## src/rtl/hash_dsize_pkg.sv

```systemverilog
// Shared constants and helpers for the data-size accumulator.
// Assumes a 3-bit algorithm code; codes 4 and 5 select the wide block.
package hash_dsize_pkg;
    localparam int unsigned ADDR_DSIZE  = 0;
    localparam int unsigned ADDR_RSTCTL = 1;
    localparam int unsigned RST_BITS    = 3;
    localparam int unsigned RB_FULL     = 0;
    localparam int unsigned RB_REINIT   = 1;
    localparam int unsigned RB_ERRCLR   = 2;
    localparam int unsigned OFS_BITS    = 3;
    localparam int unsigned ALG_W       = 3;

    typedef enum logic [ALG_W-1:0] {
        ALG_MD5    = 3'd0,
        ALG_SHA1   = 3'd1,
        ALG_SHA224 = 3'd2,
        ALG_SHA256 = 3'd3,
        ALG_SHA384 = 3'd4,
        ALG_SHA512 = 3'd5
    } hash_alg_e;

    // log2 of the hash block size in bits for an algorithm code
    function automatic int unsigned blk_log2(logic [ALG_W-1:0] alg);
        if (alg == ALG_SHA384 || alg == ALG_SHA512)
            return 10;
        return 9;
    endfunction
endpackage

```

## src/rtl/dsize_bus_dec.sv

```systemverilog
// Register-bus decoder: splits writes into count increments and
// reset-control requests, and holds the self-clearing pulse bits.
// Assumes one write per cycle, no read path.
module dsize_bus_dec
    import hash_dsize_pkg::*;
#(
    parameter int unsigned ADDR_W = 2,
    parameter int unsigned CNT_W  = 21
) (
    input  logic                clk,
    input  logic                rst_n,
    input  logic                wr_en,
    input  logic [ADDR_W-1:0]   wr_addr,
    input  logic [CNT_W-1:0]    wr_data,
    output logic                dsize_wr_o,
    output logic [CNT_W-1:0]    inc_o,
    output logic                clr_cnt_o,
    output logic                clr_err_o,
    output logic [RST_BITS-1:0] pulse_o
);
    logic                rst_wr;
    logic [RST_BITS-1:0] req_bits;

    // Address decode of the two registers
    always_comb begin
        dsize_wr_o = wr_en && (wr_addr == ADDR_W'(ADDR_DSIZE));
        rst_wr     = wr_en && (wr_addr == ADDR_W'(ADDR_RSTCTL));
        inc_o      = wr_data;
        req_bits   = rst_wr ? wr_data[RST_BITS-1:0] : '0;
        clr_cnt_o  = req_bits[RB_FULL] | req_bits[RB_REINIT];
        clr_err_o  = |req_bits;
    end

    genvar gi;
    generate
        for (gi = 0; gi < RST_BITS; gi++) begin : g_pulse
            // One self-clearing pulse flop per reset level
            always_ff @(posedge clk) begin
                if (!rst_n)
                    pulse_o[gi] <= 1'b0;
                else
                    pulse_o[gi] <= req_bits[gi];
            end

            // a pulse bit lasts one cycle unless requested again
            a_r10_pulse_self_clear: assert property (@(posedge clk) disable iff (!rst_n)
                (pulse_o[gi] && !req_bits[gi]) |=> !pulse_o[gi]);
        end
    endgenerate
endmodule

```

## src/rtl/dsize_check.sv

```systemverilog
// Combinational validator: forms the candidate count for a write and
// flags misaligned increments and, in continue mode, block misalignment.
// Assumes the take in the same cycle is already decided.
module dsize_check
    import hash_dsize_pkg::*;
#(
    parameter int unsigned CNT_W     = 21,
    parameter int unsigned WORD_BITS = 64
) (
    input  logic signed [CNT_W-1:0] count_i,
    input  logic                    take_i,
    input  logic signed [CNT_W-1:0] inc_i,
    input  logic                    cont_i,
    input  logic [ALG_W-1:0]        alg_i,
    output logic signed [CNT_W-1:0] sum_o,
    output logic                    err_o
);
    localparam logic signed [CNT_W-1:0] WORD_S = CNT_W'(WORD_BITS);

    logic [CNT_W-1:0] blk_mask;
    logic             ofs_bad;
    logic             blk_bad;

    // Candidate count and the two validity checks
    always_comb begin
        sum_o    = count_i - (take_i ? WORD_S : '0) + inc_i;
        blk_mask = (CNT_W'(1) << blk_log2(alg_i)) - CNT_W'(1);
        ofs_bad  = |inc_i[OFS_BITS-1:0];
        blk_bad  = cont_i && ((sum_o & blk_mask) != '0);
        err_o    = ofs_bad | blk_bad;
    end
endmodule

```

## src/rtl/dsize_accum.sv

```systemverilog
// Count register, sticky error and word-consumption handshake.
// Assumes clear requests and count writes never share a cycle.
module dsize_accum
    import hash_dsize_pkg::*;
#(
    parameter int unsigned CNT_W     = 21,
    parameter int unsigned WORD_BITS = 64
) (
    input  logic                    clk,
    input  logic                    rst_n,
    input  logic                    dsize_wr_i,
    input  logic signed [CNT_W-1:0] inc_i,
    input  logic                    cont_i,
    input  logic [ALG_W-1:0]        alg_i,
    input  logic                    clr_cnt_i,
    input  logic                    clr_err_i,
    input  logic                    fifo_empty_i,
    output logic                    take_o,
    output logic signed [CNT_W-1:0] count_o,
    output logic                    err_o,
    output logic                    start_o
);
    localparam logic signed [CNT_W-1:0] WORD_S = CNT_W'(WORD_BITS);

    logic signed [CNT_W-1:0] sum;
    logic                    chk_err;
    logic                    accept;
    logic                    reject;

    dsize_check #(
        .CNT_W     (CNT_W),
        .WORD_BITS (WORD_BITS)
    ) u_check (
        .count_i (count_o),
        .take_i  (take_o),
        .inc_i   (inc_i),
        .cont_i  (cont_i),
        .alg_i   (alg_i),
        .sum_o   (sum),
        .err_o   (chk_err)
    );

    // Consumption grant and write classification
    always_comb begin
        take_o = !err_o && !fifo_empty_i && !clr_cnt_i && (count_o >= WORD_S);
        accept = dsize_wr_i && !err_o && !chk_err;
        reject = dsize_wr_i && !err_o && chk_err;
    end

    // Count, error and start state
    always_ff @(posedge clk) begin
        if (!rst_n) begin
            count_o <= '0;
            err_o   <= 1'b0;
            start_o <= 1'b0;
        end else begin
            if (clr_cnt_i)
                count_o <= '0;
            else if (accept)
                count_o <= sum;
            else if (take_o)
                count_o <= count_o - WORD_S;

            if (clr_err_i)
                err_o <= 1'b0;
            else if (reject)
                err_o <= 1'b1;

            start_o <= accept;
        end
    end

    // offset bits of the count never become non-zero
    a_r6_low_zero: assert property (@(posedge clk) disable iff (!rst_n)
        count_o[OFS_BITS-1:0] == '0);

    // a lone take lowers the count by one word
    a_r4_take_step: assert property (@(posedge clk) disable iff (!rst_n)
        (take_o && !dsize_wr_i && !clr_cnt_i) |=> (count_o == $past(count_o) - WORD_S));

    // no take while the count is not positive
    a_r3_no_take_nonpos: assert property (@(posedge clk) disable iff (!rst_n)
        (count_o <= 0) |-> !take_o);

    // error is sticky until cleared, and blocks consumption
    a_r7_err_sticky: assert property (@(posedge clk) disable iff (!rst_n)
        (err_o && !clr_err_i) |=> err_o);
    a_r7_no_take_err: assert property (@(posedge clk) disable iff (!rst_n)
        err_o |-> !take_o);

    // start pulse only follows a count write made without error
    a_r9_start_cause: assert property (@(posedge clk) disable iff (!rst_n)
        $rose(start_o) |-> ($past(dsize_wr_i) && !err_o));
endmodule

```

## src/rtl/hash_dsize_acc.sv

```systemverilog
// Top of the data-size accumulator: wires the bus decoder to the
// accumulator and exposes the FIFO pop, count, error, start and
// reset-pulse outputs. Assumes mode_i is stable in the write cycle.
module hash_dsize_acc
    import hash_dsize_pkg::*;
#(
    parameter int unsigned ADDR_W    = 2,
    parameter int unsigned CNT_W     = 21,
    parameter int unsigned WORD_BITS = 64
) (
    input  logic                clk,
    input  logic                rst_n,
    input  logic                wr_en,
    input  logic [ADDR_W-1:0]   wr_addr,
    input  logic [CNT_W-1:0]    wr_data,
    input  logic [ALG_W:0]      mode_i,
    input  logic                fifo_empty_i,
    output logic                take_o,
    output logic [CNT_W-1:0]    count_o,
    output logic                dsize_err_o,
    output logic                start_o,
    output logic [RST_BITS-1:0] rst_pulse_o
);
    logic                    dsize_wr;
    logic [CNT_W-1:0]        inc;
    logic                    clr_cnt;
    logic                    clr_err;
    logic signed [CNT_W-1:0] count_s;

    dsize_bus_dec #(
        .ADDR_W (ADDR_W),
        .CNT_W  (CNT_W)
    ) u_dec (
        .clk        (clk),
        .rst_n      (rst_n),
        .wr_en      (wr_en),
        .wr_addr    (wr_addr),
        .wr_data    (wr_data),
        .dsize_wr_o (dsize_wr),
        .inc_o      (inc),
        .clr_cnt_o  (clr_cnt),
        .clr_err_o  (clr_err),
        .pulse_o    (rst_pulse_o)
    );

    dsize_accum #(
        .CNT_W     (CNT_W),
        .WORD_BITS (WORD_BITS)
    ) u_acc (
        .clk          (clk),
        .rst_n        (rst_n),
        .dsize_wr_i   (dsize_wr),
        .inc_i        (inc),
        .cont_i       (mode_i[ALG_W]),
        .alg_i        (mode_i[ALG_W-1:0]),
        .clr_cnt_i    (clr_cnt),
        .clr_err_i    (clr_err),
        .fifo_empty_i (fifo_empty_i),
        .take_o       (take_o),
        .count_o      (count_s),
        .err_o        (dsize_err_o),
        .start_o      (start_o)
    );

    // Present the count as a plain vector
    always_comb count_o = count_s;
endmodule

```

## config.mk

```make
export PLATFORM = sky130hd
export DESIGN_NAME = hash_dsize_acc
export DESIGN_NICKNAME = d
export VERILOG_FILES = /design/src/rtl/hash_dsize_pkg.sv /design/src/rtl/dsize_bus_dec.sv /design/src/rtl/dsize_check.sv /design/src/rtl/dsize_accum.sv /design/src/rtl/hash_dsize_acc.sv
export SDC_FILE = /design/constraint.sdc
export NUM_CORES = 1
export LEC_CHECK = 0
export BUFFER_PORTS_ARGS = -buffer_cell sky130_fd_sc_hd__buf_2
export CAP_MARGIN = 10
export CORE_UTILIZATION = 57
export CTS_BUF_LIST = sky130_fd_sc_hd__clkbuf_16
export DETAILED_ROUTE_END_ITERATION = 12
export PLACE_DENSITY = 0.82
export SKIP_LAST_GASP = 1
export SYNTH_ARGS = -nofsm -noshare
export SYNTH_HDL_FRONTEND = slang
export SYNTH_SLANG_ARGS = --single-unit
```

## constraint.sdc

```tcl
create_clock -name clk -period 5.8 [get_ports clk]
set_input_delay 1.16 -clock clk [delete_from_list [all_inputs] [get_ports clk]]
set_output_delay 1.16 -clock clk [all_outputs]
set_load 0.02 [all_outputs]
```

==> flow_metrics.env <==
export IMPL_status="finished, final reports clean"
export IMPL_ys_seq_elements=26
export IMPL_rsz0062_at_grt="false"
export IMPL_critPathKind="input pin to flip-flop"
export IMPL_p_comb_frac=0.767
export IMPL_drc=0
export IMPL_core_mm2=0.00517
export IMPL_setup_ws_ns=0.799
export IMPL_cts_root_buffer="clkbuf_16"
export IMPL_final_common_cell="inv_1"
export IMPL_ant_nets=0
export IMPL_relSlewSlack=0.363
export IMPL_grt_pass1_vias=2658
export IMPL_worst_pin_slew_ns=0.956
export IMPL_gp_congestion=0.860
export IMPL_seq_power_share=0.141
export IMPL_io_pins=58
export IMPL_drive_above_1_share=0.180
export IMPL_mostFrequentLayoutCells="79 x inv_1, 56 x buf_2, 40 x ha_1"
export IMPL_dp_cells=526
export IMPL_critPathBufInv=3
export IMPL_die_width_um=75.6
export IMPL_setup_viol=0
export IMPL_synth_seq_area_share=0.169
export IMPL_clk_pin_slew_ns=0.07
export IMPL_fin_crit_ns=5.00
export IMPL_synthArstFlopShare=0
export IMPL_cts_buffers=3
export IMPL_synthXorXnorAreaFrac=0.0823
export IMPL_drt_wl_total_um=7440
export IMPL_ys_warn_count=0
export IMPL_die_area_mm2=0.00572
export IMPL_die_height_um=75.6
export IMPL_cts_resized=0
export IMPL_antenna_found_initial=0
export IMPL_drt_vias_per_instance=5.82
export IMPL_hpwlAfterDp_um=5860
export IMPL_maxCapViolations=0
export IMPL_synth_compound_area_frac=0.237
export IMPL_rows=26
export IMPL_synth_edff_count=0
export IMPL_synth_flop_cell="dfxtp_1"
export IMPL_synth_area_mux_share=0.00729
export IMPL_switching_share=0.515
export IMPL_syn_inst=410
export IMPL_fin_cells=530
export IMPL_clock_fmax_mhz=200
export IMPL_cp_slowest_cell="a31oi_2"
export IMPL_report_final_slew_viol_count=0
export IMPL_synthAdderAreaFrac=0.169
export IMPL_tns_ns=0
export IMPL_dp_slack_ns=0.587
export IMPL_clock_latency_ns=0.26
export IMPL_drtIter0Drc=218
export IMPL_grt_max_degree=29
export IMPL_avgSynthCellArea_um2=7.53
export IMPL_yosys_area_share_simple=0.218
export IMPL_nFillCells=471
export IMPL_first_pass_iters=5
export IMPL_hold_viol_final=0
export IMPL_cts_setup_buffers=0
export IMPL_htree_levels=1
export IMPL_synth_area_mm2=0.00309
export IMPL_switching_power_mw=1.13
export IMPL_pwr_share_clk=0.092
export IMPL_synth_fp_nets=482
export IMPL_clock_skew_ns=0.00704
export IMPL_vias=3087
export IMPL_cp_required_ns=5.98
export IMPL_critPathLaunchType="input pin"
export IMPL_fin_area_mm2=0.00353
export IMPL_cts_hold_buf=0
export IMPL_rrSetupSlack_ns=0.82
export IMPL_p_int_mw=1.06
export IMPL_crit_path_max_fanout=18
export IMPL_yosysUniqueCellTypes=72
export IMPL_worstSetupEndpointType="flip-flop"
export IMPL_n_antenna_cell=0
export IMPL_synth_top_family_by_area="compound AO/OA/AOI/OAI gates"
export IMPL_fin_hold_ws_ns=0.522
export IMPL_crit_chain="buf_2, nor2_1, o21a_1, o31ai_1, nor2_1, fa_1, inv_1, ha_1, a211oi_1, o21ai_0, mux2_1, nor4b_1, a31oi_2, buf_4, nand3_1, o21ai_0"
export IMPL_grtUsageTotal=0.270
export IMPL_port_buffers=56
export IMPL_grt_pass1_wl_um=11900
export IMPL_nNetsFinal=533
export IMPL_ir_drop_uv=311
export IMPL_clockBufferDepth=2
export IMPL_synthToLayoutAreaGrowth_pct=14.2
export IMPL_clkSinkCount=26
export IMPL_cp_data_arrival_time_ns=5.18
export IMPL_powerDensity_mw_per_mm2=622
export IMPL_critPathTopFamily="compound AO/OA/AOI/OAI gates"
export IMPL_grt_ovfl_total=0
export IMPL_start_util=0.597
export IMPL_avgRoutedWirePerCell_um=14.0
export IMPL_p_leak_nw=1.66
export IMPL_max_stage_delay_ns=0.55
export IMPL_hp_class="flip-flop to flip-flop"
export IMPL_period_share=0.862
export IMPL_cts_tree="yes"
export IMPL_postPlaceCellArea_mm2=0.00342
## final cells by class
class                      count  area, um2  share of cell area
clock buffer                   3       75.1              0.0213
tap                           70       87.6              0.0248
inverter                      79        297              0.0841
sequential                    26        520               0.148
timing repair buffer          60        310              0.0880
clock inverter                 1       30.0             0.00851
multi-input combinational    291       2210               0.626
## stage by stage
stage / util / power [mW]
3_3_place_gp: 0.662 / 1.91
3_5_place_dp: 0.662 / 1.96
6_report: 0.682 / 2.19
2_1_floorplan: - / 1.60
4_1_cts: 0.682 / 2.18
5_1_grt: 0.682 / 2.40
## power by group through the flow
stage,sequential [mW],combinational (mW),clock [mW]
after global placement,0.308,1.60,0
after detailed placement,0.310,1.65,0
after floorplan,0.357,1.24,0
after CTS,0.308,1.67,0.201
after global routing,0.318,1.87,0.210
final,0.309,1.68,0.202
## registers in the layout, indices dropped and copies added (netlist names)
signal and count:
u_acc.count_o 21, u_acc.err_o 1, u_acc.start_o 1, u_dec.pulse_o 3
## metal layers
metal / global-route usage / part of all wire
met1: 0.355 / 0.46
met2: 0.476 / 0.48
met4: 0.0453 / 0.0069
met5: 0 / 0
met3: 0.0370 / 0.057
## worst register-to-register path, stage by stage, from the launching register on
cell and delay [ns]:
dfxtp_1 0.35, inv_1 0.15, ha_1 0.16, or4b_1 0.47, o41ai_1 0.27, o31ai_1 0.19, nor2_1 0.37, fa_1 0.48
inv_1 0.06, ha_1 0.30, a211oi_1 0.29, o21ai_0 0.14, mux2_1 0.35, nor4b_1 0.17, a31oi_2 0.55, buf_4 0.33
nand3_1 0.11, o21ai_0 0.14
## worst paths after layout
path | start | to | depth (start not counted)
worst max register to register | u_acc.count_o[7] | u_acc.count_o[0] | 17
worst max-delay path | wr_data[1] | u_acc.count_o[0] | 16
worst min-delay path | u_acc.count_o[5] | u_acc.count_o[5] | 2
worst min register to register | u_acc.count_o[5] | u_acc.count_o[5] | 2
## cell families after synthesis
family | count (synthesis)
muxes | 2
AOI/OAI and AO/OA | 97
adders and majority gates | 41
buffers and inverters | 93
and+or+nand+nor | 122
xor gates and xnor gates | 29
DFF | 26
## cell usage after synthesis (3+ instances only)
library cell / number / area [um2]
nand4_1: 4 / 25.0
a21oi_1: 11 / 55.1
nand3_1: 23 / 115
o21ai_0: 22 / 110
o211ai_1: 5 / 37.5
nor3b_1: 3 / 22.5
a211oi_1: 6 / 45.0
and2_1: 3 / 18.8
nand2b_1: 4 / 25.0
xor2_1: 9 / 78.8
nand2_1: 24 / 90.1
dfxtp_1: 26 / 521
a21o_1: 4 / 30.0
o31ai_1: 9 / 67.6
o21a_1: 7 / 52.6
o2111ai_1: 4 / 35.0
inv_1: 79 / 297
ha_1: 40 / 500
nor2_1: 21 / 78.8
clkbuf_1: 5 / 18.8
nor4_1: 7 / 43.8
buf_2: 3 / 15.0
nor3_1: 5 / 25.0
xnor2_1: 20 / 175
or2_2: 3 / 18.8
and4_1: 3 / 26.3
and3_1: 3 / 18.8
Power figures use the tool's default switching activity.
